==> src/rtl/pwm_aq_pkg.sv <==
`timescale 1ns/1ps
package pwm_aq_pkg;
  localparam int NUM_OUT  = 2;
  localparam int ACT_W    = 2;
  localparam int CTL_W    = 10;
  localparam int ADDR_W   = 2;
  localparam int FORCE_W  = ACT_W * NUM_OUT;

  typedef enum logic [ACT_W-1:0] {
    ACT_NONE   = 2'b00,
    ACT_LOW    = 2'b01,
    ACT_HIGH   = 2'b10,
    ACT_TOGGLE = 2'b11
  } act_e;

  typedef enum logic [1:0] {
    RLD_ZERO   = 2'b00,
    RLD_PERIOD = 2'b01,
    RLD_EITHER = 2'b10,
    RLD_NOW    = 2'b11
  } reload_e;

  // Stored form of one action word: the four decoded event fields
  typedef struct packed {
    act_e onCmpB;
    act_e onCmpA;
    act_e onPeriod;
    act_e onZero;
  } actWord_t;

  // Strobes from the control to the datapath, one set per output
  typedef struct packed {
    logic drvLow;
    logic drvHigh;
    logic flip;
  } outCmd_t;
endpackage

==> src/rtl/pwm_aq_ctrl.sv <==
`timescale 1ns/1ps
module pwm_aq_ctrl
  import pwm_aq_pkg::*;
(
  input  logic                        clk,
  input  logic                        rstN,
  input  logic                        tickEn,
  input  logic                        evZero,
  input  logic                        evPeriod,
  input  logic                        evCmpA,
  input  logic                        evCmpB,
  input  logic                        wrEn,
  input  logic [ADDR_W-1:0]           wrAddr,
  input  logic [CTL_W-1:0]            wrData,
  output outCmd_t [NUM_OUT-1:0]       cmd
);
  localparam logic [ADDR_W-1:0] ADDR_FORCE  = ADDR_W'(NUM_OUT);
  localparam logic [ADDR_W-1:0] ADDR_RELOAD = ADDR_W'(NUM_OUT + 1);

  actWord_t [NUM_OUT-1:0] acts;
  logic [FORCE_W-1:0]     shadowForce;
  logic [FORCE_W-1:0]     activeForce;
  logic [FORCE_W-1:0]     effForce;
  reload_e                reloadMode;
  logic                   reloadHit;
  logic                   reloadNow;

  always_comb begin
    unique case (reloadMode)
      RLD_ZERO:   reloadHit = evZero;
      RLD_PERIOD: reloadHit = evPeriod;
      RLD_EITHER: reloadHit = evZero | evPeriod;
      default:    reloadHit = 1'b1;
    endcase
  end

  assign reloadNow = tickEn & reloadHit;
  // A value loaded on this tick already governs this tick
  assign effForce  = reloadNow ? shadowForce : activeForce;

  always_ff @(posedge clk or negedge rstN) begin
    if (!rstN) begin
      acts        <= '0;
      shadowForce <= '0;
      activeForce <= '0;
      reloadMode  <= RLD_ZERO;
    end else begin
      if (reloadNow) activeForce <= shadowForce;
      if (wrEn) begin
        for (int i = 0; i < NUM_OUT; i++) begin
          if (wrAddr == ADDR_W'(i)) begin
            acts[i] <= '{onCmpB:   act_e'(wrData[9:8]),
                         onCmpA:   act_e'(wrData[5:4]),
                         onPeriod: act_e'(wrData[3:2]),
                         onZero:   act_e'(wrData[1:0])};
          end
        end
        if (wrAddr == ADDR_FORCE)  shadowForce <= wrData[FORCE_W-1:0];
        if (wrAddr == ADDR_RELOAD) reloadMode  <= reload_e'(wrData[7:6]);
      end
    end
  end

  AST_FORCE_HOLD: assert property (@(posedge clk) disable iff (!rstN)
    !tickEn |=> $stable(activeForce));
  AST_IMM_LOAD: assert property (@(posedge clk) disable iff (!rstN)
    (tickEn && reloadMode == RLD_NOW) |=> activeForce == $past(shadowForce));

  for (genvar g = 0; g < NUM_OUT; g++) begin : g_out
    act_e       chosen;
    logic [1:0] fc;
    logic       forced;

    // Later tests override earlier ones: zero < period < cmpA < cmpB
    always_comb begin
      chosen = ACT_NONE;
      if (evZero   && acts[g].onZero   != ACT_NONE) chosen = acts[g].onZero;
      if (evPeriod && acts[g].onPeriod != ACT_NONE) chosen = acts[g].onPeriod;
      if (evCmpA   && acts[g].onCmpA   != ACT_NONE) chosen = acts[g].onCmpA;
      if (evCmpB   && acts[g].onCmpB   != ACT_NONE) chosen = acts[g].onCmpB;
    end

    assign fc     = effForce[ACT_W*g +: ACT_W];
    assign forced = (fc == 2'b01) || (fc == 2'b10);

    assign cmd[g].drvLow  = tickEn & (forced ? (fc == 2'b01) : (chosen == ACT_LOW));
    assign cmd[g].drvHigh = tickEn & (forced ? (fc == 2'b10) : (chosen == ACT_HIGH));
    assign cmd[g].flip    = tickEn & ~forced & (chosen == ACT_TOGGLE);

    AST_ONE_CMD: assert property (@(posedge clk) disable iff (!rstN)
      $onehot0({cmd[g].drvLow, cmd[g].drvHigh, cmd[g].flip}));
  end
endmodule

==> src/rtl/pwm_aq_datapath.sv <==
`timescale 1ns/1ps
module pwm_aq_datapath
  import pwm_aq_pkg::*;
(
  input  logic                  clk,
  input  logic                  rstN,
  input  outCmd_t [NUM_OUT-1:0] cmd,
  output logic [NUM_OUT-1:0]    pwm
);
  always_ff @(posedge clk or negedge rstN) begin
    if (!rstN) begin
      pwm <= '0;
    end else begin
      for (int i = 0; i < NUM_OUT; i++) begin
        if (cmd[i].drvLow)       pwm[i] <= 1'b0;
        else if (cmd[i].drvHigh) pwm[i] <= 1'b1;
        else if (cmd[i].flip)    pwm[i] <= ~pwm[i];
      end
    end
  end

  for (genvar g = 0; g < NUM_OUT; g++) begin : g_chk
    AST_DRIVE_HIGH: assert property (@(posedge clk) disable iff (!rstN)
      cmd[g].drvHigh |=> pwm[g]);
    AST_DRIVE_LOW: assert property (@(posedge clk) disable iff (!rstN)
      cmd[g].drvLow |=> !pwm[g]);
    AST_TOGGLE: assert property (@(posedge clk) disable iff (!rstN)
      cmd[g].flip |=> pwm[g] != $past(pwm[g]));
    AST_IDLE_HOLD: assert property (@(posedge clk) disable iff (!rstN)
      (cmd[g] == '0) |=> $stable(pwm[g]));
  end
endmodule

==> src/rtl/pwm_action_qualifier.sv <==
`timescale 1ns/1ps
module pwm_action_qualifier
  import pwm_aq_pkg::*;
(
  input  logic              clk,
  input  logic              rstN,
  input  logic              tickEn,
  input  logic              evZero,
  input  logic              evPeriod,
  input  logic              evCmpAUp,
  input  logic              evCmpBUp,
  input  logic              wrEn,
  input  logic [ADDR_W-1:0] wrAddr,
  input  logic [CTL_W-1:0]  wrData,
  output logic              pwmA,
  output logic              pwmB
);
  outCmd_t [NUM_OUT-1:0] cmd;
  logic [NUM_OUT-1:0]    pwm;

  pwm_aq_ctrl u_ctrl (
    .clk      (clk),
    .rstN     (rstN),
    .tickEn   (tickEn),
    .evZero   (evZero),
    .evPeriod (evPeriod),
    .evCmpA   (evCmpAUp),
    .evCmpB   (evCmpBUp),
    .wrEn     (wrEn),
    .wrAddr   (wrAddr),
    .wrData   (wrData),
    .cmd      (cmd)
  );

  pwm_aq_datapath u_dp (
    .clk  (clk),
    .rstN (rstN),
    .cmd  (cmd),
    .pwm  (pwm)
  );

  assign pwmA = pwm[0];
  assign pwmB = pwm[1];
endmodule

==> config.mk <==
export PLATFORM = sky130hd
export DESIGN_NAME = pwm_action_qualifier
export DESIGN_NICKNAME = d
export VERILOG_FILES = /design/src/rtl/pwm_aq_pkg.sv /design/src/rtl/pwm_aq_ctrl.sv /design/src/rtl/pwm_aq_datapath.sv /design/src/rtl/pwm_action_qualifier.sv
export SDC_FILE = /design/constraint.sdc
export NUM_CORES = 1
export LEC_CHECK = 0
export BUFFER_PORTS_ARGS = -buffer_cell sky130_fd_sc_hd__clkbuf_2
export CAP_MARGIN = 20
export CORE_ASPECT_RATIO = 1.5
export CORE_UTILIZATION = 52
export CTS_BUF_LIST = sky130_fd_sc_hd__clkbuf_4 sky130_fd_sc_hd__clkbuf_8
export DETAILED_ROUTE_END_ITERATION = 12
export MAX_ROUTING_LAYER = met4
export PLACE_DENSITY = 0.77
export SKIP_CTS_REPAIR_TIMING = 1
export SYNTH_ARGS = -nofsm -noshare
export SYNTH_HDL_FRONTEND = slang
export SYNTH_HIERARCHICAL = 1
export SYNTH_SLANG_ARGS = --single-unit
==> constraint.sdc <==
create_clock -name clk -period 2.2 [get_ports clk]
set_input_delay 0.11 -clock clk [delete_from_list [all_inputs] [get_ports clk]]
set_output_delay 0.11 -clock clk [all_outputs]
set_load 0.05 [all_outputs]
==> impl_metrics.json <==
{
  "num_io_pins": 22,
  "power_density_nw_per_um2": 980,
  "worstPathRequired_ps": 2350,
  "p_leak_uw": 0.000766,
  "path_class": "reg -> reg",
  "reg2reg_depth": 10,
  "synth_cell_types": 33,
  "synthesis.nets": 143,
  "holdPathStages": 2,
  "startpoint": "u_ctrl/reloadMode[1]",
  "antenna_left": 0,
  "timing.fmax_mhz": 469,
  "grt_usage": 0.213,
  "synth-async-reset-ratio": 1.00,
  "grt_use_met1": 0.237,
  "max_cap_viol_count": 0,
  "synthCells": 119,
  "clock_sinks": 28,
  "start_kind": "flip-flop",
  "synth_top_family_by_area": "multiplexers",
  "vias": 1019,
  "core_area_um2": 2650,
  "regArea_um2": 701,
  "die-height_um": 66.5,
  "fillers": 236,
  "area_growth_syn_to_layout_pct": 15.7,
  "finalNonFillerCells": 183,
  "h-tree-depth": 1,
  "outcome": "finished, final reports clean",
  "synth_flop_cell": "dfrtp_1",
  "gr-usage-met3": 0.0244,
  "antenna_found_initial": 0,
  "grt_pass1_wl_um": 4420,
  "nNetsFinal": 172,
  "synthTopCellsByArea": "dfrtp_1, mux2_2, ha_1, nand2_1, mux2i_1",
  "critPathMaxFanout": 4,
  "final_area_um2": 1670,
  "drtPass1Iterations": 4,
  "fin_util": 0.629,
  "die_w_um": 45.0,
  "r2r_start": "u_ctrl/reloadMode[1]",
  "drc_errors": 0,
  "synthSimpleGateAreaFrac": 0.114,
  "yosysWarnings": 6,
  "synthMuxAreaShare": 0.214,
  "wire_per_inst_um": 14.8,
  "wirelength_um": 2710,
  "min_path_type": "in -> reg",
  "worst_setup_hold_path_clk_slew_ps": 80,
  "insertedDiodeCount": 0,
  "drive_gt1_frac": 0.445,
  "synth_top_area_share": 0.487,
  "clk_latency_ps": 260,
  "synth-edff-count": 0,
  "tritoncts.num_buffers": 3,
  "dr.first_iter.drc_count": 25,
  "place.port_buffers": 21,
  "place_inst": 177,
  "grt_max_degree": 29,
  "hpwl_um": 2190,
  "dpl_cell_area_um2": 1590,
  "multi_input_area_um2": 714,
  "ys_ff_latch": 28,
  "cts_tree": "done",
  "gr-usage-met2": 0.368,
  "synthAdderAreaFrac": 0.0348,
  "worst_slew_pin_slew_ps": 668,
  "hold_viol_final": 0,
  "skew_ps": 2.60,
  "worstPathArrival_ps": 2280,
  "synth_largest_area_cell": "dfrtp_1",
  "busiest_layer": "met2",
  "clockBufferDepth": 2,
  "ir_drop_uv": 549,
  "fin_crit_ps": 2130,
  "ys_seq_area_frac": 0.487,
  "synth_xor_area_frac": 0.0122,
  "overflow": 0,
  "detail_route.vias_per_cell": 5.57,
  "endpoint_kind": "flip-flop",
  "syn_area_per_cell_um2": 12.1,
  "min-delay-start": "wrData[6]",
  "start_util": 0.544,
  "placementRows": 23,
  "netlist_area_um2": 1440,
  "grt_pass1_vias": 1043,
  "root_buffer": "clkbuf_8",
  "synth_compound_area_frac": 0.113,
  "period_share": 0.969,
  "setup_viol_count_final": 0,
  "die-area_um2": 2990,
  "slew_violations": 0,
  "place_congestion": 0.853,
  "slew_headroom": 0.555
}
-- synthesized netlist by cell type, drive strengths merged (2+ instances only) --
cell type,instances
dfrtp,28
mux2,24
nand2,15
o21ai,9
inv,7
a21oi,4
ha,4
nand3b,4
mux2i,3
a32o,2
nor3b,2
xnor2,2
-- sequential cells by signal, summed over array words and instances, names as in the netlist --
signal              flops
u_ctrl/activeForce      4
u_ctrl/reloadMode       2
u_ctrl/shadowForce      4
u_dp/pwm                2
u_ctrl/acts            16
-- per-stage QoR --
| stage | hold slack, ps | power (uW) | setup slack [ps] | setup TNS (ps) |
|---|---|---|---|---|
| 2_1_floorplan | -186 | 1180 | 111 | 0 |
| 3_3_place_gp | 172 | 1320 | 132 | 0 |
| 3_5_place_dp | 171 | 1360 | 44.8 | 0 |
| 4_1_cts | -113 | 1620 | 20.0 | 0 |
| 5_1_grt | 72.6 | 1750 | -12.2 | -12.2 |
| 6_report | 84.3 | 1630 | 69.0 | 0 |
-- per-layer routing --
layer,vias up,routed length [um],share of wire
met5,-,0,0
met4,0,39,0.014
met3,4,43,0.016
met2,13,1500,0.55
met1,512,1130,0.42
li1,490,-,-
-- final cells by class --
cell class | count | area share
tap | 37 | 0.0278
multi-input combinational | 83 | 0.429
timing repair buffer | 25 | 0.0826
inverter | 7 | 0.0158
sequential | 28 | 0.420
clock buffer | 3 | 0.0248
-- worst max-delay path: stages, from the launching register on --
cell     delay (ps)
dfrtp_1         400
a21oi_1         130
o21ai_1          90
nand2_2         120
mux2_4          350
ha_4            270
o21ai_0          80
nor2_1          180
and3_1          190
xnor2_1         120
a21oi_1          90
-- cells by family after synthesis --
kind of cell / count (synthesis)
flops: 28
buf+inv: 8
mux: 27
compound gates: 22
simple gates: 28
xor+xnor: 2
fa+ha+maj: 4
-- path summary, 6_finish.rpt --
path	to	slack, ps
max	u_dp/pwm[1]	70
min	u_ctrl/reloadMode[0]	80
max reg2reg	u_dp/pwm[1]	70
min reg2reg	u_ctrl/shadowForce[3]	520
max in group asynchronous	u_ctrl/acts[8]	1360
min in group asynchronous	u_ctrl/acts[0]	410
-- cells in the final DEF (no fill, tap or decap), drive strengths merged --
master	Yosys	layout
nor2	1	1
o2bb2ai	1	1
mux2i	3	3
dlygate4sd3	0	1
dfrtp	28	28
nand2	15	15
nor3b	2	2
a22o	1	1
and3	1	1
a31oi	1	1
nand3b	4	4
inv	7	7
a32o	2	2
o31ai	1	1
and2	1	1
o211a	1	1
a32oi	1	1
clkbuf	0	24
xnor2	2	2
buf	1	3
o21ai	9	9
nand3	1	1
nor3	1	1
o32ai	1	1
a21oi	4	4
nand2b	1	1
nand4	1	1
ha	4	4
mux2	24	24
-- power breakdown --
| part | leakage [uW] | switching, uW | internal, uW |
|---|---|---|---|
| Sequential | 0.000332 | 77.0 | 644 |
| Clock | 0.0000216 | 137 | 122 |
| Combinational | 0.000413 | 344 | 310 |
(Power assumes the default switching activity.)
